`src/rtl/xcvr_pkg.sv`:
```
package xcvr_pkg;

  // Source choice for one direction of the transceiver
  typedef enum logic {
    SRC_LIVE   = 1'b0,
    SRC_STORED = 1'b1
  } src_sel_e;

endpackage

```
`src/rtl/xcvr_capture.sv`:
```
// Storage register loaded on the rising edge of a level strobe, seen on clk
module xcvr_capture #(
  parameter int W = 8
) (
  input  logic         clk,
  input  logic         rst,
  input  logic         strobe,
  input  logic [W-1:0] d,
  output logic [W-1:0] q
);

  logic strobe_q;
  logic load;

  assign load = strobe && !strobe_q;

  always_ff @(posedge clk) begin
    strobe_q <= strobe;
    if (rst) begin
      q <= '0;
    end else if (load) begin
      q <= d;
    end
  end

endmodule

```
`src/rtl/xcvr_keeper.sv`:
```
// Holds the last value of one bus; the external driver takes precedence
module xcvr_keeper #(
  parameter int W = 8
) (
  input  logic         clk,
  input  logic         rst,
  input  logic         ext_on,
  input  logic [W-1:0] ext_d,
  input  logic         own_on,
  input  logic [W-1:0] own_d,
  input  logic         freeze,
  output logic [W-1:0] seen
);

  logic [W-1:0] hold;

  assign seen = ext_on ? ext_d : hold;

  always_ff @(posedge clk) begin
    if (rst) begin
      hold <= '0;
    end else if (ext_on) begin
      hold <= ext_d;
    end else if (own_on && !freeze) begin
      hold <= own_d;
    end
  end

endmodule

```
`src/rtl/xcvr_path.sv`:
```
// Source mux and polarity stage for one direction
module xcvr_path
  import xcvr_pkg::*;
#(
  parameter int W      = 8,
  parameter bit INVERT = 1'b0
) (
  input  logic [W-1:0] live,
  input  logic [W-1:0] stored,
  input  src_sel_e     sel,
  output logic [W-1:0] y
);

  logic [W-1:0] picked;

  assign picked = (sel == SRC_STORED) ? stored : live;

  generate
    if (INVERT) begin : g_inv
      assign y = ~picked;
    end else begin : g_true
      assign y = picked;
    end
  endgenerate

endmodule

```
`src/rtl/bus_xcvr_reg.sv`:
```
module bus_xcvr_reg
  import xcvr_pkg::*;
#(
  parameter int W      = 8,
  parameter bit INVERT = 1'b0
) (
  input  logic         clk,
  input  logic         rst,
  input  logic [W-1:0] a_ext,
  input  logic         a_ext_on,
  output logic [W-1:0] a_out,
  output logic         a_oe,
  input  logic [W-1:0] b_ext,
  input  logic         b_ext_on,
  output logic [W-1:0] b_out,
  output logic         b_oe,
  input  logic         cap_ab,
  input  logic         cap_ba,
  input  logic         sel_ab,
  input  logic         sel_ba,
  input  logic         en_ab,
  input  logic         en_ba_n
);

  logic [W-1:0] a_seen, b_seen;
  logic [W-1:0] a_bus, b_bus;
  logic [W-1:0] reg_ab, reg_ba;
  logic         mutual;

  assign b_oe = en_ab;
  assign a_oe = !en_ba_n;

  // Both directions live and enabled: the keepers must not chase each other
  assign mutual = en_ab && !en_ba_n && !sel_ab && !sel_ba;

  // Full bus value as a capture source (no loop: outputs depend on keepers)
  assign a_bus = a_ext_on ? a_ext : (a_oe ? a_out : a_seen);
  assign b_bus = b_ext_on ? b_ext : (b_oe ? b_out : b_seen);

  xcvr_keeper #(.W(W)) u_keep_a (
    .clk(clk), .rst(rst),
    .ext_on(a_ext_on), .ext_d(a_ext),
    .own_on(a_oe), .own_d(a_out),
    .freeze(mutual), .seen(a_seen)
  );

  xcvr_keeper #(.W(W)) u_keep_b (
    .clk(clk), .rst(rst),
    .ext_on(b_ext_on), .ext_d(b_ext),
    .own_on(b_oe), .own_d(b_out),
    .freeze(mutual), .seen(b_seen)
  );

  xcvr_capture #(.W(W)) u_cap_ab (
    .clk(clk), .rst(rst), .strobe(cap_ab), .d(a_bus), .q(reg_ab)
  );

  xcvr_capture #(.W(W)) u_cap_ba (
    .clk(clk), .rst(rst), .strobe(cap_ba), .d(b_bus), .q(reg_ba)
  );

  xcvr_path #(.W(W), .INVERT(INVERT)) u_path_ab (
    .live(a_seen), .stored(reg_ab), .sel(src_sel_e'(sel_ab)), .y(b_out)
  );

  xcvr_path #(.W(W), .INVERT(INVERT)) u_path_ba (
    .live(b_seen), .stored(reg_ba), .sel(src_sel_e'(sel_ba)), .y(a_out)
  );

endmodule

```
`config.mk`:
```
export PLATFORM = sky130hd
export DESIGN_NAME = bus_xcvr_reg
export DESIGN_NICKNAME = d
export VERILOG_FILES = /design/src/rtl/xcvr_pkg.sv /design/src/rtl/xcvr_capture.sv /design/src/rtl/xcvr_keeper.sv /design/src/rtl/xcvr_path.sv /design/src/rtl/bus_xcvr_reg.sv
export SDC_FILE = /design/constraint.sdc
export NUM_CORES = 1
export LEC_CHECK = 0
export ABC_AREA = 0
export CORE_MARGIN = 3
export CORE_UTILIZATION = 48
export DETAILED_ROUTE_END_ITERATION = 8
export PLACE_DENSITY = 0.77
export SYNTH_ARGS = -nofsm -noshare
export SYNTH_HDL_FRONTEND = slang
export SYNTH_SLANG_ARGS = --single-unit
```
`constraint.sdc`:
```
create_clock -name clk -period 1.75 [get_ports clk]
set_clock_uncertainty 0.2 [all_clocks]
set_input_delay 0.4375 -clock clk [delete_from_list [all_inputs] [get_ports clk]]
set_output_delay 0.4375 -clock clk [all_outputs]
set_load 0.1 [all_outputs]
```
==> impl_summary.md <==
Power and ir drop
The static leakage power is 0.00172 uW. The largest voltage drop on the vdd net is 667 uV. Dividing total power by cell area gives a power density of 711 nW/um^2. The design draws 2890 uW.

Place
The cell area reported after detailed placement is 3600 sq um. Prior to clock tree synthesis, the placed netlist has a worst setup slack of -0.842 ns. The global placer's final weighted congestion is 0.957. The final HPWL from detailed placement is 5770 um. The count of buffers from port buffering is 43.

Final layout
The library cell used most frequently in the layout, excluding fill and tap cells, is buf_4. In the layout the commonest cells are buf_4 (69), dfxtp_1 (34), mux2_4 (32), nor2_1 (32), buf_12 (24). In the final layout, the share of cells above drive strength 1 is 53.2%. With fillers left out, the area of the finished cells amounts to 4060 sq um.

The repair_antennas step left the layout with diodes totalling 0. The net total in the final layout is 390. The area growth from synthesis to layout is 70.1%.

Timing
For the pin with the worst max-slew slack, the measured transition is 0.467 ns. The total negative slack for setup checks is -5.44 ns. The relative max-transition margin is 68.8%. The worst path uses 120% of the clock period. Setup repair after global routing could not meet its margin everywhere. The hold violation count in the final report is 0. Once routing completed, OpenROAD measured the worst setup slack at -0.356 ns. The final count of pins violating max slew came to 0. The total setup violations reported at the end of the flow is 17. The routed design could run at a clock period as short as 2.11 ns. The maximum achievable frequency is 475 MHz.

Hold path
For hold timing, the worst endpoint is u_cap_ba.q[2]. The path category of the worst min-delay check is flop to flop. The hold-critical path depth is 2.

The startpoint of the worst hold path is u_cap_ba.q[2].

Flow run
The tool flagged a number of max-cap violations equal to 0.

Die
The number of primary I/O pins is 44. The core footprint is 4750 sq um. The die is 76.5 um tall. Once the floorplan was initialized, standard cells occupied 50.2% of the core. The area of the die is 5860 sq um.

The width of the die is 76.5 um. The placement row count is 25.

Clock network
The TritonCTS clock tree is built. The cell sitting at the root of the clock tree is a clkbuf_8. The number of clock sinks seen by CTS is 34.

The clock transition time at the flip-flop clock pins of the worst setup and hold paths is 0.07 ns. The number of buffers inserted for hold repair after clock tree synthesis is 0. The latest clock arrival within the worst-skew pair is 0.30 ns.

The maximum clock insertion buffer count is 2. The total clock buffers created by CTS is 5. The H-tree was split into 2 levels.

Setup path
The critical path launch point type is an input pin. The register-to-register setup slack is -0.04 ns. The classification of the worst setup path is input pin to output port. STA classifies the critical path endpoint as an output port. Of all nets on the critical path, the largest fanout is 6. The worst register-to-register path ends at u_keep_a.hold[1]. The data arrival time of the critical path is 1.47 ns.

For the worst flop-to-flop path, the logic depth is 6. The data required time at the worst endpoint is 1.11 ns. The worst register-to-register path begins at u_keep_b.hold[1].

Global routing
The first-pass GRT wire length is 14900 um. The via count of the first global-routing pass was 2832. The most used routing layer is met2. The total global-route track usage is 32.2%. Entering global routing, the biggest net connects 33 pins. The met1 layer usage reported by global route is 37.0%. Global routing finished with a remaining overflow of 0. In the global route stage, met3 resource usage came out at 6.97%. For this run, global-route usage on met2 was measured as 56.9%. The number of antenna violations at the first check in global routing is 0.

Logic synthesis
The count of yosys warnings during synthesis is 0. In the synthesized netlist, mux cells make up 16.0% of the area. Averaged over all synthesized cells, the footprint is 9.37 sq um.

After synthesis the cells add up to 2390 sq um. Yosys mapped the design onto 29 distinct sky130hd cell types. After Yosys synthesis, XOR and XNOR cells account for 0% of the synthesized area. After Yosys synthesis, full adders, half adders and majority gates account for 0% of the synthesized area. In this run, synthesis produced a sequential element count of 34. Summing the areas of all compound-gate instances in the mapped netlist gives 28.9% of the synthesized area. The combinational family with the most area after synthesis is compound AO/OA/AOI/OAI gates. The post-synthesis cell count is 255. For this run, the register share of the synthesized area comes to 28.5%. Of the total synthesized cell area, the portion taken by AND, OR, NAND and NOR gates is 18.1%. The total nets after synthesis is 281.

Drt
The per-cell routed wire length is 22.3 um. The vias after detailed routing is 2838. Wires add up to 9630 um. The number of nets with antenna violations after detailed routing is 0. Using the TritonRoute via totals, the vias-per-cell ratio works out to 6.57. The DRC violation count after routing is 0.

The first TritonRoute pass finished after 6 iterations. The number of DRC violations after detailed-routing iteration 0 is 441.

Outcome
The final reports fail on setup timing. The flow ran to the end, but the final reports show violations.
==> per-layer routing <==
layer | vias to the layer above | part of all wire [%]
met5 | - | 0
met4 | 0 | 5.3
met3 | 58 | 8.8
met2 | 211 | 50
met1 | 1341 | 36
li1 | 1228 | -
==> through the flow <==
stage	util (%)	hold slack (ns)	cells
after CTS	82.6	0.343	426
after detailed placement	75.8	0.336	408
final	85.4	0.350	432
after floorplan	-	0.265	255
after global placement	75.8	0.323	408
after global routing	85.4	0.373	432
==> cells in the mapped netlist <==
cell       instances  share of area [%]
dfxtp_1           34                 28
nor2_1            32                5.0
mux2_2            26                 12
a221oi_1          16                5.9
a222oi_1          16                6.7
a311oi_1          16                5.9
nand2_1           16                2.5
buf_2              9                1.9
nand2b_1           9                2.4
nand3b_1           8                2.5
o2111ai_1          8                2.9
o211ai_1           8                2.5
o21ba_2            8                3.4
or3b_2             8                2.9
buf_6              7                3.3
mux2_4             6                3.8
buf_4              5                1.6
buf_1              4               0.63
clkbuf_1           4               0.63
nor2b_1            4                1.0
nor2_2             2               0.52
o21ai_2            2               0.73
clkbuf_2           1               0.21
clkinv_1           1               0.16
inv_1              1               0.16
nand2b_2           1               0.37
nor3b_2            1               0.52
o31ai_4            1               0.89
or2_2              1               0.26
==> report_power, final <==
part | total (uW) | internal, uW | switching, uW
combinational | 1350 | 643 | 711
clock | 640 | 318 | 322
sequential | 894 | 833 | 60.8
total | 2890 | 1790 | 1090
==> state kept, by name, summed over array words and instances, names as in the netlist <==
signal	cells
u_cap_ab.q	8
u_cap_ba.q	8
u_cap_ba.strobe_q	1
u_keep_b.hold	8
u_keep_a.hold	8
u_cap_ab.strobe_q	1
==> timing repair <==
item | in CTS | in global routing
setup buffers | 7 | 10
cloned | 3 | 1
pin swaps | 3 | 17
resized for setup | 63 | 23
setup endpoints to repair | 50 | 41
==> logic make-up after synthesis <==
group	Yosys count
AND/OR/NAND/NOR	82
AO/OA/AOI/OAI	75
flip-flops	34
multiplexers	32
buffers and inverters	32
==> worst max-delay path: stages <==
cell and delay (ns):
buf_8 0.11, buf_12 0.14, mux2_4 0.32, mux2_4 0.29, buf_12 0.17
==> how the worst max path moves through the flow <==
stage	startpoint	end	slack, ns
after floorplan	a_ext_on	b_out[5]	-0.28
after global placement	b_ext_on	a_out[4]	-0.83
after detailed placement	b_ext_on	a_out[4]	-0.84
after CTS	a_ext_on	b_out[5]	-0.34
after global routing	b_ext_on	a_out[2]	-0.36
final	b_ext_on	a_out[2]	-0.36
==> cell type report <==
type,count,area [sq um]
clock inverters,1,5.00
inverters,2,11.3
multi-input cells,189,1730
clock buffers,7,86.3
well taps,67,83.8
fillers,248,692
flip-flops and latches,34,681
repair buffers,132,1460
(Power assumes the default switching activity.)
